[config.mk]
export PLATFORM = sky130hd
export DESIGN_NAME = i2c_recovery_ctrl
export DESIGN_NICKNAME = d
export VERILOG_FILES = /design/src/rtl/i2crc_pkg.sv /design/src/rtl/i2crc_sync.sv /design/src/rtl/i2crc_tick_timer.sv /design/src/rtl/i2crc_seq.sv /design/src/rtl/i2c_recovery_ctrl.sv
export SDC_FILE = /design/constraint.sdc
export NUM_CORES = 1
export LEC_CHECK = 0
export ABC_CLOCK_PERIOD_IN_PS = 1630
export BUFFER_PORTS_ARGS = -buffer_cell sky130_fd_sc_hd__buf_2
export CAP_MARGIN = 25
export CORE_UTILIZATION = 40
export DETAILED_ROUTE_END_ITERATION = 8
export PLACE_DENSITY = 0.59
export SYNTH_ARGS = -nofsm -noshare
export SYNTH_HDL_FRONTEND = slang
export SYNTH_SLANG_ARGS = --single-unit
[constraint.sdc]
create_clock -name clk -period 1.63 [get_ports clk]
set_clock_uncertainty 0.1 [all_clocks]
set_input_delay 0 -clock clk [delete_from_list [all_inputs] [get_ports clk]]
set_output_delay 0 -clock clk [all_outputs]
set_load 0.005 [all_outputs]
[src/rtl/i2crc_pkg.sv]
package i2crc_pkg;
  typedef enum logic [2:0] {
    ST_IDLE,
    ST_CLRF,
    ST_STOPW,
    ST_BUSY,
    ST_LINEW,
    ST_DONE
  } rcv_state_t;
endpackage

[src/rtl/i2crc_sync.sv]
module i2crc_sync #(
  parameter int WIDTH   = 1,
  parameter int STAGES  = 2,
  parameter bit RST_VAL = 1'b0
) (
  input  logic             clk,
  input  logic             rst_n,
  input  logic [WIDTH-1:0] d,
  output logic [WIDTH-1:0] q
);
  logic [WIDTH-1:0] stage_q [STAGES];

  for (genvar i = 0; i < STAGES; i++) begin : g_stage
    if (i == 0) begin : g_first
      always_ff @(posedge clk or negedge rst_n) begin
        if (!rst_n) stage_q[i] <= {WIDTH{RST_VAL}};
        else        stage_q[i] <= d;
      end
    end else begin : g_next
      always_ff @(posedge clk or negedge rst_n) begin
        if (!rst_n) stage_q[i] <= {WIDTH{RST_VAL}};
        else        stage_q[i] <= stage_q[i-1];
      end
    end
  end

  assign q = stage_q[STAGES-1];
endmodule

[src/rtl/i2crc_tick_timer.sv]
module i2crc_tick_timer #(
  parameter int LIMIT = 35
) (
  input  logic clk,
  input  logic rst_n,
  input  logic clear,
  input  logic tick,
  output logic expired
);
  localparam int CW = $clog2(LIMIT + 1);

  logic [CW-1:0] cnt_q, cnt_d;
  logic          cnt_en;

  always_comb begin
    cnt_en  = clear | tick;
    cnt_d   = clear ? '0 : cnt_q + 1'b1;
    expired = tick & ~clear & (cnt_q == CW'(LIMIT - 1));
  end

  always_ff @(posedge clk or negedge rst_n) begin
    if (!rst_n)      cnt_q <= '0;
    else if (cnt_en) cnt_q <= cnt_d;
  end
endmodule

[src/rtl/i2crc_seq.sv]
module i2crc_seq
  import i2crc_pkg::*;
#(
  parameter int              ERR_W        = 4,
  parameter logic [ERR_W-1:0] NOMATCH_CODE = 4'h2
) (
  input  logic             clk,
  input  logic             rst_n,
  input  logic             req,
  input  logic [ERR_W-1:0] last_err,
  input  logic             stop_pending,
  input  logic             lines_high,
  input  logic             tmr_expired,
  output logic             tmr_clr,
  output logic             clr_flags,
  output logic             clr_busy,
  output logic             ctrl_en,
  output logic             done,
  output logic             fail
);
  rcv_state_t state_q, state_d;
  logic nomatch_q, nomatch_d;
  logic stop_ok_q, stop_ok_d;
  logic fail_q, fail_d;

  always_comb begin
    state_d   = state_q;
    nomatch_d = nomatch_q;
    stop_ok_d = stop_ok_q;
    fail_d    = fail_q;
    case (state_q)
      ST_IDLE: if (req) begin
        state_d   = ST_CLRF;
        nomatch_d = (last_err == NOMATCH_CODE);
        stop_ok_d = 1'b0;
        fail_d    = 1'b0;
      end
      ST_CLRF: state_d = ST_STOPW;
      ST_STOPW: begin
        if (!stop_pending) begin
          stop_ok_d = 1'b1;
          state_d   = ST_BUSY;
        end else if (tmr_expired) begin
          fail_d  = 1'b1;
          state_d = ST_BUSY;
        end
      end
      ST_BUSY: state_d = (stop_ok_q && nomatch_q) ? ST_DONE : ST_LINEW;
      ST_LINEW: begin
        if (lines_high) begin
          state_d = ST_DONE;
        end else if (tmr_expired) begin
          fail_d  = 1'b1;
          state_d = ST_DONE;
        end
      end
      ST_DONE: state_d = ST_IDLE;
      default: state_d = ST_IDLE;
    endcase
  end

  always_ff @(posedge clk or negedge rst_n) begin
    if (!rst_n) begin
      state_q   <= ST_IDLE;
      nomatch_q <= 1'b0;
      stop_ok_q <= 1'b0;
      fail_q    <= 1'b0;
    end else begin
      state_q   <= state_d;
      nomatch_q <= nomatch_d;
      stop_ok_q <= stop_ok_d;
      fail_q    <= fail_d;
    end
  end

  always_comb begin
    clr_flags = (state_q == ST_CLRF);
    clr_busy  = (state_q == ST_BUSY);
    ctrl_en   = (state_q != ST_LINEW);
    done      = (state_q == ST_DONE);
    fail      = (state_q == ST_DONE) & fail_q;
    tmr_clr   = (state_q != ST_STOPW) & (state_q != ST_LINEW);
  end
endmodule

[src/rtl/i2c_recovery_ctrl.sv]
module i2c_recovery_ctrl #(
  parameter int               TICK_LIMIT   = 35,
  parameter int               SYNC_STAGES  = 2,
  parameter int               ERR_W        = 4,
  parameter logic [ERR_W-1:0] NOMATCH_CODE = 4'h2
) (
  input  logic             clk,
  input  logic             rst_n,
  input  logic             recover_req,
  input  logic [ERR_W-1:0] last_err,
  input  logic             stop_pending,
  input  logic             scl_raw,
  input  logic             sda_raw,
  input  logic             ms_tick,
  output logic             clr_berr,
  output logic             clr_stall,
  output logic             clr_nack,
  output logic             clr_busy,
  output logic             ctrl_en,
  output logic             done,
  output logic             fail
);
  localparam int LINES = 2;

  logic             rst_sync_n;
  logic [LINES-1:0] lines_s;
  logic             lines_high;
  logic             tmr_clr, tmr_expired, clr_flags;

  i2crc_sync #(.WIDTH(1), .STAGES(2), .RST_VAL(1'b0)) u_rst_sync (
    .clk(clk), .rst_n(rst_n), .d(1'b1), .q(rst_sync_n)
  );

  i2crc_sync #(.WIDTH(LINES), .STAGES(SYNC_STAGES), .RST_VAL(1'b1)) u_line_sync (
    .clk(clk), .rst_n(rst_sync_n), .d({scl_raw, sda_raw}), .q(lines_s)
  );

  assign lines_high = &lines_s;

  i2crc_tick_timer #(.LIMIT(TICK_LIMIT)) u_timer (
    .clk(clk), .rst_n(rst_sync_n), .clear(tmr_clr), .tick(ms_tick),
    .expired(tmr_expired)
  );

  i2crc_seq #(.ERR_W(ERR_W), .NOMATCH_CODE(NOMATCH_CODE)) u_seq (
    .clk(clk), .rst_n(rst_sync_n), .req(recover_req), .last_err(last_err),
    .stop_pending(stop_pending), .lines_high(lines_high),
    .tmr_expired(tmr_expired), .tmr_clr(tmr_clr), .clr_flags(clr_flags),
    .clr_busy(clr_busy), .ctrl_en(ctrl_en), .done(done), .fail(fail)
  );

  assign clr_berr  = clr_flags;
  assign clr_stall = clr_flags;
  assign clr_nack  = clr_flags;
endmodule

==> run summary, run 1 <==
The clock transition time at the flip-flop clock pins of the worst setup and hold paths works out to 0.10 ns. In this run switching power makes up 34.20% of total power. The max-slew headroom at the worst pin came out at 57.89%.

After synthesis, the netlist uses 30 different library cells. The repair_antennas step left the layout with diodes totalling 0. Along the worst path, the maximum fanout reaches 2. For the static leakage, the log shows 0.5195 nW. Data arrives at the worst endpoint at 1.74 ns. The share of cells above drive strength 1 was 32.11%. Including well taps, the total number of placed cells is 125.

In this run the remaining antenna-violating nets after routing total 0. Traced cell by cell, the critical path runs through inv_1 -> ha_1 -> or4b_4 -> nor4b_4 -> a21oi_1 -> nor2_1. sky130_fd_sc_hd__dfrtp_1 takes more of the synthesized area than any other cell. The synthesis-to-layout area growth was 26.42%.

The final max-slew violation count came out at 0. The floorplan step defined a die boundary enclosing 2345 um2. The global routing met2 resource utilization was 24.18%; the total track usage was 15.01%.

The combined area of all synthesized cells is 862.1 um2, and the synthesized netlist cell count is 81. After layout, the minimum clock period comes to 1.612 ns. After synthesis, the cell types taking the most area are sky130_fd_sc_hd__dfrtp_1, sky130_fd_sc_hd__dfstp_2, sky130_fd_sc_hd__buf_4. The tools report the number of placed I/O pins as 18. The path class of the tightest hold or removal check is input port to flop. Number of buffer and inverter stages on the critical path: 1. The final setup violation count was 0. The number of buffers added for setup after CTS was 0. In the global route stage, met1 resource usage came out at 20.04%. Cell type group with the largest total delay on the critical path: simple AND/OR/NAND/NOR gates.

The run finished with clean final reports. Final net count: 123. The worst setup path is captured at a flop. Sequential cells were found to cover 52.83% of the synthesized design area.

For the number of max-capacitance violations reported, the log shows 0. In the routed design, unresolved DRC markers number 0. For the first-iteration detailed-routing DRC count, the log shows 12. The maximum buffer depth of the clock tree was 2; the cell-internal power was 0.0009492 W. From left edge to right edge, the die measures 48.43 um. On the critical path, the stage with the largest delay is an instance of sky130_fd_sc_hd__or4b_4. The clock network burns 18.8% of the power. After the flow finishes, the layout carries non-filler instances totaling 136. The highest ir drop seen on vdd is 0.7027 mV, and the number of flops mapped to enable cells by yosys is 0. The run gives 0.7828 as the placer congestion estimate. Among all cell types in the netlist, the one instantiated most often is sky130_fd_sc_hd__dfrtp_1. The total CTS buffers was 3.

The number of global-route vias before repair came out at 611. Counting flops and latches in the post-synthesis netlist gives 18. Setup repair after global routing could not meet its margin everywhere.

The final number of hold-violating endpoints is 0. After detailed routing, the number of vias per cell comes to 4.787. After synthesis, the share of flip-flops with an asynchronous set or reset is 100.0%.

The overall die height came out at 48.43 um. For this run, the detailed router's first-pass iteration total came to 3. The startpoint type of the worst setup path is a flop. Summed over all nets, the half-perimeter wirelength after detailed placement is 1078 um. Average wire per standard cell: 10.63 um.

met2 is the most crowded layer. The logs give 0 for the total of cells resized after clock tree synthesis and 0 for the initial antenna violation count. Library cell used as clock root buffer: sky130_fd_sc_hd__clkbuf_4. The count of standard-cell rows is 16. Buffers placed on the I/O ports in this run total 17.

A synthesized cell averages 10.64 um2. For this run, the share of the core covered by cells in the final layout is 54.44%. The tools report the total number of yosys warnings as 0. In the synthesized netlist the dominant register cell turns out to be sky130_fd_sc_hd__dfrtp_1. The tools report the number of clock sinks as 18. The commonest cells after synthesis are sky130_fd_sc_hd__dfrtp_1, sky130_fd_sc_hd__nand2_1, sky130_fd_sc_hd__nor2_1. The total overflow left after global routing is 0.

The final worst hold slack was 0.02517 ns; the core area was 2002 um2. The share of the synthesized area in the top cell type is 40.64%, and the largest stage delay on the critical path is 0.46 ns. Combinational logic is responsible for 39.0% of the overall power.

The H-tree depth came out at 1. Synthesis produced a netlist with a net count of 94. The tools report the share of power burned in registers as 42.2%. Timing would allow up to 0.6203 GHz. In this run the power density over the cells is 1324 nW/um2.

The total net switching power was 0.0004933 W. The portion of the clock cycle consumed by the worst path in the final layout was 98.91%. The final layout contains routed wiring with a total length of 1445 um. For this run, global-route usage on met3 was measured as 2.830%. For the pin with the worst max-slew slack, the measured transition is 0.6317 ns. The tools report the wire length of the first global-routing pass as 2691 um. The worst setup path is of the flop to flop kind. TritonCTS built the clock tree. The total number of vias is 651, and the initial cell density of the core is 43.06%. The tools report the maximum number of pins on one net before global-route repair as 17.

For the worst setup path, the data required time is 1.76 ns. Insertion delay to the later sink of the worst-skew pair: 0.29 ns.
## power groups by stage
| stage | clock network, W | logic, W | registers [W] |
|---|---|---|---|
| final | 0.000271 | 0.000562 | 0.000609 |
| after global routing | 0.000304 | 0.000642 | 0.000630 |
| after CTS | 0.000279 | 0.000571 | 0.000610 |
| after detailed placement | 0 | 0.000556 | 0.000618 |
| after global placement | 0 | 0.000548 | 0.000616 |
| after floorplan | 0 | 0.000452 | 0.000587 |
## metal layers
| layer | vias to the layer above | part of all wire (%) |
|---|---|---|
| met4 | 0 | 0.97 |
| met5 | - | 0 |
| met3 | 2 | 2.8 |
| li1 | 328 | - |
| met1 | 308 | 49 |
| met2 | 13 | 47 |
## final timing paths
| kind | to | start | cells past startpoint | slack, ns |
|---|---|---|---|---|
| min in group asynchronous | u_seq.fail_q | u_rst_sync.q | 0 | 0.17 |
| hold / removal | u_seq.nomatch_q | last_err[2] | 3 | 0.03 |
| max in group asynchronous | u_timer.cnt_q[5] | u_rst_sync.q | 0 | 0.86 |
| hold reg to reg | u_seq.fail_q | u_rst_sync.q | 0 | 0.17 |
| setup / recovery | u_seq.fail_q | u_timer.cnt_q[0] | 6 | 0.02 |
| setup reg to reg | u_seq.fail_q | u_timer.cnt_q[0] | 6 | 0.02 |
## per-stage QoR
step                instance area (um2)  power, W   TNS [ns]  worst slack, ns
finish                             1090  0.001442          0          0.01777
global route                       1090  0.001575    -0.1226         -0.09545
CTS                                1090  0.001460  -0.006192        -0.006192
detailed placement                983.4  0.001174          0          0.01789
global placement                  983.4  0.001165          0          0.05484
floorplan                         862.1  0.001040          0          0.03972
## layout by cell type (no fill, tap or decap), drive strengths merged
| cell type | netlist | final |
|---|---|---|
| buf | 6 | 23 |
| dfrtp | 14 | 14 |
| nor2 | 10 | 10 |
| nand2 | 10 | 10 |
| dlygate4sd3 | 0 | 7 |
| xor2 | 4 | 4 |
| dfstp | 4 | 4 |
| clkbuf | 0 | 4 |
| nor3 | 3 | 3 |
| a21oi | 3 | 3 |
| inv | 2 | 2 |
| o21ai | 2 | 2 |
| mux2 | 2 | 2 |
| nand4 | 2 | 2 |
| xnor2 | 2 | 2 |
| ha | 2 | 2 |
| nor4b | 2 | 2 |
| nor3b | 1 | 1 |
| nor2b | 1 | 1 |
| and2 | 1 | 1 |
| and3 | 1 | 1 |
| or3 | 1 | 1 |
| a32o | 1 | 1 |
| or4b | 1 | 1 |
| a211oi | 1 | 1 |
| nand3 | 1 | 1 |
| a221oi | 1 | 1 |
| o31a | 1 | 1 |
| nand2b | 1 | 1 |
| conb | 1 | 1 |
## registers in the layout, summed over array words and instances, names as in the netlist
signal,flops
u_rst_sync.stage_q,1
u_timer.cnt_q,6
u_seq.fail_q,1
u_line_sync.stage_q,2
u_seq.nomatch_q,1
u_rst_sync.q,1
u_seq.stop_ok_q,1
u_seq.state_q,3
u_line_sync.q,2
## worst reg2reg max path, cell delays in order (launching register included)
cell and delay [ns]:
sky130_fd_sc_hd__dfrtp_1 0.38, sky130_fd_sc_hd__inv_1 0.06, sky130_fd_sc_hd__ha_1 0.12, sky130_fd_sc_hd__or4b_4 0.46, sky130_fd_sc_hd__nor4b_4 0.24, sky130_fd_sc_hd__a21oi_1 0.10, sky130_fd_sc_hd__nor2_1 0.09
## final cells by class
class                   count  area, um2
clock buffers               4      36.28
fillers                   186      912.1
inverters                   2      7.507
multi-input cells          55      356.6
flip-flops and latches     18      455.4
well taps                  27      33.78
repair buffers             30      200.2
## repair_timing
| action | 4_1_cts | 5_1_grt |
|---|---|---|
| gates cloned | 0 | 0 |
| hold buffers | 7 | 0 |
| setup endpoints to repair | 1 | 2 |
| hold endpoints to repair | 8 | 0 |
## kinds of logic (layout without fill, tap and decap cells)
logic type / count (synthesis) / in the layout / synth area share [%]
other: 1 / 1 / 0.4350
buffers and inverters: 8 / 36 / 5.806
multiplexers: 2 / 2 / 2.612
adder cells (fa/ha/maj): 2 / 2 / 2.902
AND/OR/NAND/NOR: 35 / 35 / 22.35
flip-flops: 18 / 18 / 52.83
XOR/XNOR: 6 / 6 / 6.096
AO/OA/AOI/OAI: 9 / 9 / 6.967
Note: power is estimated with default switching activity, not from simulation.
==> run 2: changes to the inputs <==
Settings changed: ABC_AREA from default to 1.
==> run 2 against run 1 <==
  * Flip-flop and latch count unchanged
  * Worst hold slack improved by 0.15 ns
  * Sequential share of layout area decreased by 0.66 points
  * Die area increased by 1.8%
  * Cell area increased by 1.6%
  * Critical path type is now flop to output pin
  * Critical path depth decreased by 3
  * Non-clock buffer count decreased by 3
  * Fmax increased by 17%
  * Worst setup slack improved by 0.24 ns
  * Synthesized area increased by 1.9%
  * Largest cell class unchanged
==> run summary, run 2 <==
The number of design rule violations left after detail routing is 0 (unchanged). The logs give 0 (unchanged) for the number of max-capacitance violations reported and 101 (was 81) for the synthesized netlist cell count. The flip-flop count of the largest register after layout is 6 (unchanged). The most flop-heavy register was u_timer.cnt_q (unchanged). The count of port buffers added during placement was 17 (unchanged); the remaining antenna violation count was 0 (unchanged). Leading area contributor after synthesis: sky130_fd_sc_hd__dfrtp_1 (unchanged). The synthesis-to-layout area growth is 26.07% (was 26.42%).

Most frequent cells in the layout: sky130_fd_sc_hd__nand2_1, sky130_fd_sc_hd__buf_2, sky130_fd_sc_hd__inv_1 (was sky130_fd_sc_hd__buf_2, sky130_fd_sc_hd__dfrtp_1, sky130_fd_sc_hd__nor2_1, sky130_fd_sc_hd__nand2_1, sky130_fd_sc_hd__dlygate4sd3_1). Reg2reg setup slack: 0.28 ns (was 0.02 ns). The post-route cell area is 1107 um2 (was 1090 um2). The proportion of power drawn by combinational gates is 36.0% (was 39.0%). The average wire per standard cell works out to 9.801 um (was 10.63 um).

For the highest ir drop seen on vdd, the log shows 0.7511 mV (was 0.7027 mV). The number of global-route vias before repair was 671 (was 611); the simple-gate share of the synthesized area was 26.78% (was 22.35%). The via count normalized by instance count works out to 4.519 (was 4.787). For the power consumption, the log shows 0.001427 W (was 0.001442 W). The flow ran to the end, and the final reports show no timing, DRC or antenna violations. The combined area of all synthesized cells was 878.3 um2 (was 862.1 um2). The setup TNS after final layout is 0 ns (unchanged), and the total net switching power is 0.0005607 W (was 0.0004933 W). The share of cells above drive strength 1 is 24.81% (was 32.11%), and the overall die height is 48.86 um (was 48.43 um). The post-synthesis sequential area ratio came out at 51.85% (was 52.83%). The tools report the H-tree depth as 1 (unchanged). The area share of fa/ha/maj cells after synthesis works out to 2.849% (was 2.903%). The fraction of synthesized cell area in xor and xnor cells was 0.9972% (was 6.096%). The data required time at the worst endpoint is 1.53 ns (was 1.76 ns), and the final setup violation count is 0 (unchanged).

The share of power burned in registers came out at 44.6% (was 42.2%). The classification of the worst setup path is flop to output pin (was flop to flop). The run gives 2387 um2 (was 2345 um2) as the die footprint. The wire length of the first global-routing pass came out at 2842 um (was 2691 um).

The depth of the worst register-to-register path works out to 6 (unchanged). Biggest area contributors in the synthesized netlist: sky130_fd_sc_hd__dfrtp_1, sky130_fd_sc_hd__dfstp_2, sky130_fd_sc_hd__nand2_1 (was sky130_fd_sc_hd__dfrtp_1, sky130_fd_sc_hd__dfstp_2, sky130_fd_sc_hd__buf_4). The clock transition time at the flip-flop clock pins of the worst setup and hold paths is 0.10 ns (about the same). Leading cell type in the layout, fill and taps excluded: sky130_fd_sc_hd__nand2_1 (was sky130_fd_sc_hd__buf_2). The multiplexer share of the synthesized area works out to 0% (was 2.612%). The flip-flop and latch count after synthesis came out at 18 (unchanged). For the total track usage, the log shows 15.52% (was 15.01%). The tools report the startpoint type of the worst setup path as a flop (unchanged). The tools report the total CTS buffers as 3 (unchanged). The count of standard-cell rows came out at 16 (unchanged). For the final number of hold-violating endpoints, the log shows 0 (unchanged). The async set-reset flop share out of synthesis works out to 100.0% (unchanged). The power share of the clock group came out at 19.4% (was 18.8%).

Most common cell in the synthesized netlist: sky130_fd_sc_hd__nand2_1 (was sky130_fd_sc_hd__dfrtp_1). The logs give 0.5687 nW (was 0.5195 nW) for the static leakage and 24 (was 30) for the count of cell types in the netlist. TritonCTS built the clock tree. The worst slack at placement is 0.3059 ns (was 0.01789 ns). The maximum fanout along the worst path came out at 7 (was 2). The tools report the total number of yosys warnings as 0 (unchanged). The cell area after placement was 970.9 um2 (was 983.4 um2); the number of search-and-repair iterations in the first detailed-routing pass was 4 (was 3). The run gives 1145 um (was 1078 um) as the total half-perimeter wirelength after legalization and detailed placement.

The initial cell density of the core was 43.44% (was 43.06%); the cell-internal power was 0.0008659 W (was 0.0009492 W). The critical path capture point type is an output pin (was a flop). The number of clock sinks is 18 (unchanged), and the net count after synthesis is 114 (was 94).

The maximum buffer depth of the clock tree is 2 (unchanged), and the data arrival time of the critical path is 1.28 ns (was 1.74 ns). The final worst setup slack is 0.2540 ns (was 0.01777 ns), and the transition at the pin with the smallest max-transition slack is 0.6458 ns (was 0.6317 ns). The number of flops mapped to enable cells by yosys is 0 (unchanged). The tools report the end of the worst register-to-register path as u_seq.state_q[0] (was u_seq.fail_q). Portion of the clock cycle consumed by the worst path in the final layout: 84.42% (was 98.91%). The reg-to-reg critical path startpoint is u_seq.state_q[0] (was u_timer.cnt_q[0]).

Largest registers: u_timer.cnt_q: 6 flops, u_seq.state_q: 3 flops (unchanged). The power density over the cells was 1288 nW/um2 (was 1324 nW/um2); the max-slew headroom at the worst pin was 56.95% (was 57.89%). Leading cell types by count after synthesis: sky130_fd_sc_hd__nand2_1, sky130_fd_sc_hd__inv_1, sky130_fd_sc_hd__dfrtp_1 (was sky130_fd_sc_hd__dfrtp_1, sky130_fd_sc_hd__nand2_1, sky130_fd_sc_hd__nor2_1). The proportion of total power due to net switching was 39.30% (was 34.20%). The share of the synthesized area in the top cell type was 39.89% (was 40.64%). Setup repair after global routing left no endpoint under its margin. The combinational family with the most area after synthesis is simple AND/OR/NAND/NOR gates (unchanged). The die extent in x came out at 48.86 um (was 48.43 um). The tools report the maximum number of pins on one net before global-route repair as 17 (unchanged). The final max-slew violation count was 0 (unchanged). The library cell used as clock root buffer was sky130_fd_sc_hd__clkbuf_4 (unchanged). The antenna diode instance count is 0 (unchanged).

The tools report the initial antenna violation count as 0 (unchanged). The time the final worst path needs with I/O delays and setup was 1.376 ns (was 1.612 ns). The total grt overflow was 0 (unchanged). The run gives 18 (unchanged) as the number of placed I/O pins. The total routed wirelength was 1529 um (was 1445 um). The core area came out at 2022 um2 (was 2002 um2). The insertion delay to the later sink of the worst-skew pair was 0.29 ns (about the same).

The peak clock frequency supported by timing is 0.7268 GHz (was 0.6203 GHz), and the total of cells resized after clock tree synthesis is 0 (unchanged). The worst hold path class was flop to async pin (was input port to flop). The first-iteration detailed-routing DRC count was 18 (was 12). The run gives 0.8194 (was 0.7828) as the placer congestion estimate. The total number of vias is 705 (was 651), and the final net count is 143 (was 123). The mean instance size in the synthesized netlist is 8.696 um2 (was 10.64 um2), and the compound-cell area share of the yosys netlist is 7.265% (was 6.967%). The most instantiated flip-flop cell in the synthesis netlist was sky130_fd_sc_hd__dfrtp_1 (unchanged).
[run 2: cell types whose count changed in the layout (fill, tap and decap cells not counted), sizes merged, moves of 2 or more]
cell,before,now
nand3,1,11
xor2,4,1
xnor2,2,0
inv,2,16
nor2,10,8
nor3,3,5
nand4,2,0
mux2,2,0
nand2,10,23
dlygate4sd3,7,10
buf,23,17
nor4b,2,0
o21ai,2,7
[run 2: critical path, cell delays in order, from the launching register on]
cell and delay [ns]:
sky130_fd_sc_hd__dfrtp_1 0.42, sky130_fd_sc_hd__inv_1 0.14, sky130_fd_sc_hd__nor4_1 0.27, sky130_fd_sc_hd__buf_2 0.15
[run 2: area by class of cell]
class                      count  area, um2
sequential                    18      455.4
fill                         201      914.6
timing repair buffer          27      185.2
multi-input combinational     64      336.6
inverter                      16      60.06
tap                           27      33.78
clock buffer                   4      36.28
[run 2: worst max path at each step]
stage                startpoint  slack [ns]  cells after the start               end
6_report       u_seq.state_q[2]        0.25                      3              fail
5_1_grt        u_seq.state_q[2]        0.13                      4         clr_stall
4_1_cts        u_seq.state_q[0]        0.25                      3              fail
3_5_place_dp   u_seq.state_q[0]        0.31                      6  u_seq.state_q[0]
3_3_place_gp   u_seq.state_q[0]        0.33                      6  u_seq.state_q[0]
2_1_floorplan  u_seq.state_q[0]        0.44                      6  u_seq.state_q[0]
[run 2: kinds of logic (layout without fill, tap and decap cells)]
logic type	Yosys count	in the layout
AO/OA/AOI/OAI	12	12
XOR/XNOR	1	1
adder cells (fa/ha/maj)	2	2
buffers and inverters	19	47
flip-flops	18	18
other	1	1
AND/OR/NAND/NOR	48	48
[run 2: timing repair]
action | 4_1_cts | 5_1_grt
buffers inserted | 0 | 0
hold endpoints to repair | 12 | 0
hold buffers | 10 | 0
setup endpoints to repair | 0 | 0
[run 2: power by group through the flow]
stage	sequential, W	combinational, W	clock [W]
3_5_place_dp	0.000643	0.000502	0
6_report	0.000636	0.000514	0.000276
5_1_grt	0.000654	0.000596	0.000303
4_1_cts	0.000636	0.000521	0.000288
2_1_floorplan	0.000603	0.000446	0
3_3_place_gp	0.000639	0.000491	0
[run 2: routing by layer]
layer  GRT usage (%)  vias up  part of all wire [%]
met4           8.824        0                  0.92
li1                -      375                     -
met1           21.91      319                    49
met5               0        -                     0
met3           1.869        2                   2.0
met2           22.92        9                    47
[run 2: per-stage QoR]
stage	hold slack, ns	std cells	util (%)
floorplan	-0.3956	101	-
global placement	-0.3152	142	48.02
detailed placement	-0.3129	142	48.02
CTS	0.1973	156	54.76
global route	0.2358	156	54.76
finish	0.1715	156	54.76
==> run 3: changes to the inputs <==
Settings changed: ABC_CLOCK_PERIOD_IN_PS 1630 to 1400.
Clock period 1.63 ns to 1.4 ns, I/O delays scaled along.
==> run 3 against run 2 <==
  * Global-route usage fell by 0.20 points
  * Sequential power is 16% higher
  * Non-clock buffer count is 5 higher
  * Worst setup slack worse by 0.19 ns
  * Critical endpoint is now u_seq.nomatch_q
==> run summary, run 3 (synthesized netlist as in run 2, its figures left out) <==
Data required time at the worst endpoint: 1.50 ns (was 1.53 ns). Total grt overflow: 0 (unchanged). Most frequent cells in the layout: sky130_fd_sc_hd__nand2_1, sky130_fd_sc_hd__buf_2, sky130_fd_sc_hd__inv_1 (unchanged). The die extent in x was 48.86 um (unchanged); the number of placed I/O pins was 18 (unchanged).

The critical path capture point type was a flop (was an output pin). The clock period could shrink to 1.340 ns. The total routed wirelength is 1574 um (was 1529 um). Worst hold path class: flop to async pin (unchanged).

The post-route core utilization came out at 56.37% (was 54.76%). Final worst hold slack: 0.002023 ns (was 0.1715 ns). Synthesis-to-layout area growth: 29.77% (was 26.07%). In the finished design, the share of the clock period the worst path needs comes to 95.74%.

The antenna diode instance count is 0 (unchanged), and the final number of hold-violating endpoints is 0 (unchanged). The overall die height is 48.86 um (unchanged). The tools report the placer congestion estimate as 0.8254 (was 0.8194). H-tree depth: 1 (unchanged). Startpoint type of the worst setup path: an input port (was a flop).

The via count normalized by instance count is 4.571 (was 4.519). Based on the critical path, the design can be clocked at up to 0.7461 GHz. The tools report the number of design rule violations left after detail routing as 0 (unchanged). TritonCTS built the clock tree. The leading cell type in the layout, fill and taps excluded was sky130_fd_sc_hd__nand2_1 (unchanged). The total half-perimeter wirelength after legalization and detailed placement came out at 1152 um (was 1145 um).

Setup repair after global routing left no endpoint under its margin. The tools report the library cell used as clock root buffer as sky130_fd_sc_hd__clkbuf_4 (unchanged). The static leakage was 0.5846 nW (was 0.5687 nW). Largest registers: u_timer.cnt_q: 6 flops, u_seq.state_q: 3 flops (unchanged).

The insertion delay to the later sink of the worst-skew pair was 0.29 ns (about the same); the count of port buffers added during placement was 17 (unchanged). The final setup violation count is 0 (unchanged). The number of clock sinks is 18 (unchanged), and the final instance count without filler cells is 161 (was 156). The tools report the initial cell density of the core as 43.44% (unchanged). The flow ran to the end, and the final reports show no timing, DRC or antenna violations. The power density over the cells was 1501 nW/um2 (was 1288 nW/um2). Total number of vias: 736 (was 705). The maximum buffer depth of the clock tree came out at 2 (unchanged). The run gives 0 (unchanged) as the number of max-capacitance violations reported. The die footprint came out at 2387 um2 (unchanged). The cell count after placement was 143 (was 142); the core area was 2022 um2 (unchanged).

The run gives 669 (was 671) as the number of global-route vias before repair. Most flop-heavy register: u_timer.cnt_q (unchanged). The count of standard-cell rows is 16 (unchanged), and the maximum fanout along the worst path is 1 (was 7). The initial antenna violation count is 0 (unchanged). For the highest ir drop seen on vdd, the log shows 0.9383 mV (was 0.7511 mV). The flip-flop count of the largest register after layout works out to 6 (unchanged).

For the first-iteration detailed-routing DRC count, the log shows 13 (was 18). The share of cells above drive strength 1 works out to 29.85% (was 24.81%). The remaining antenna violation count was 0 (unchanged).

The logs give 1.44 ns (was 1.28 ns) for the data arrival time of the critical path and 4 (unchanged) for the number of search-and-repair iterations in the first detailed-routing pass. The tools report the maximum number of pins on one net before global-route repair as 12 (was 17). The logs give 0 (unchanged) for the final max-slew violation count and 2794 um (was 2842 um) for the wire length of the first global-routing pass. Total CTS buffers: 3 (unchanged). The clock transition time at the flip-flop clock pins of the worst setup and hold paths was 0.10 ns (about the same).

The average wire per standard cell was 9.776 um (was 9.801 um). The classification of the worst setup path is input port to flop (was flop to output pin). The logs give 15.32% (was 15.52%) for the total track usage and 148 (was 143) for the final net count. The tools report the setup TNS after final layout as 0 ns (unchanged).
-- run 3: cell types whose count changed in the layout (fill, tap and decap cells not counted) --
cell / before / now
sky130_fd_sc_hd__dfrtp_1: 14 / 12
sky130_fd_sc_hd__clkbuf_1: 0 / 1
sky130_fd_sc_hd__nand2_2: 1 / 2
sky130_fd_sc_hd__buf_4: 0 / 5
sky130_fd_sc_hd__dfrtp_2: 0 / 2
sky130_fd_sc_hd__clkbuf_8: 1 / 0
sky130_fd_sc_hd__nand2_1: 21 / 20
sky130_fd_sc_hd__inv_2: 0 / 1
sky130_fd_sc_hd__inv_1: 16 / 15
-- run 3: final cells by class --
cell class | count | area (um2)
Tap cell | 27 | 33.78
Sequential cell | 18 | 457.9
Multi-Input combinational cell | 64 | 339.1
Timing Repair Buffer | 32 | 222.7
Inverter | 16 | 60.06
Clock buffer | 4 | 26.28
Fill cell | 187 | 882.1
-- run 3: repair_timing --
| action | 4_1_cts | 5_1_grt |
|---|---|---|
| hold buffers | 10 | 0 |
| setup endpoints to repair | 0 | 11 |
| endpoints found under the hold margin | 12 | 0 |
| gates resized for setup | 0 | 4 |
| buffers inserted | 0 | 4 |
-- run 3: path summary, 6_finish.rpt --
kind | start | endpoint | slack [ns] | depth (start not counted)
min in group clk | u_line_sync.stage_q[3] | u_line_sync.q[1] | 0.25 | 0
max | last_err[1] | u_seq.nomatch_q | 0.06 | 5
max in group asynchronous | rst_n | u_rst_sync.q | 0.64 | 3
max reg2reg | u_seq.state_q[0] | u_seq.state_q[0] | 0.10 | 6
min | u_rst_sync.q | u_timer.cnt_q[0] | 0.002 | 0
min reg2reg | u_rst_sync.q | u_timer.cnt_q[0] | 0.002 | 0
-- run 3: power breakdown --
part	internal (W)	switching (W)	total [W]
Clock	0.000111	0.000155	0.000265
Sequential	0.000620	0.000119	0.000739
Combinational	0.000305	0.000402	0.000707
-- run 3: critical path, stage by stage --
cell and delay, ns:
sky130_fd_sc_hd__dlygate4sd3_1 0.52, sky130_fd_sc_hd__buf_2 0.10, sky130_fd_sc_hd__nand2_1 0.04, sky130_fd_sc_hd__dlygate4sd3_1 0.55
sky130_fd_sc_hd__o31ai_1 0.23
-- run 3: routing by layer --
| layer | part of all wire, % | vias to the layer above | GRT usage [%] |
|---|---|---|---|
| li1 | - | 386 | - |
| met1 | 50 | 333 | 21.51 |
| met2 | 46 | 15 | 23.38 |
| met3 | 2.8 | 2 | 1.869 |
| met4 | 0.89 | 0 | 7.353 |
| met5 | 0 | - | 0 |
-- run 3: per-stage QoR --
step | area [um2] | power [W] | setup slack [ns]
after floorplan | 878.3 | 0.001221 | 0.2111
after detailed placement | 978.4 | 0.001335 | 0.08865
after global routing | 1140 | 0.001857 | 0.002821
after global placement | 978.4 | 0.001317 | 0.09726
after CTS | 1105 | 0.001627 | 0.02319
final | 1140 | 0.001711 | 0.05963
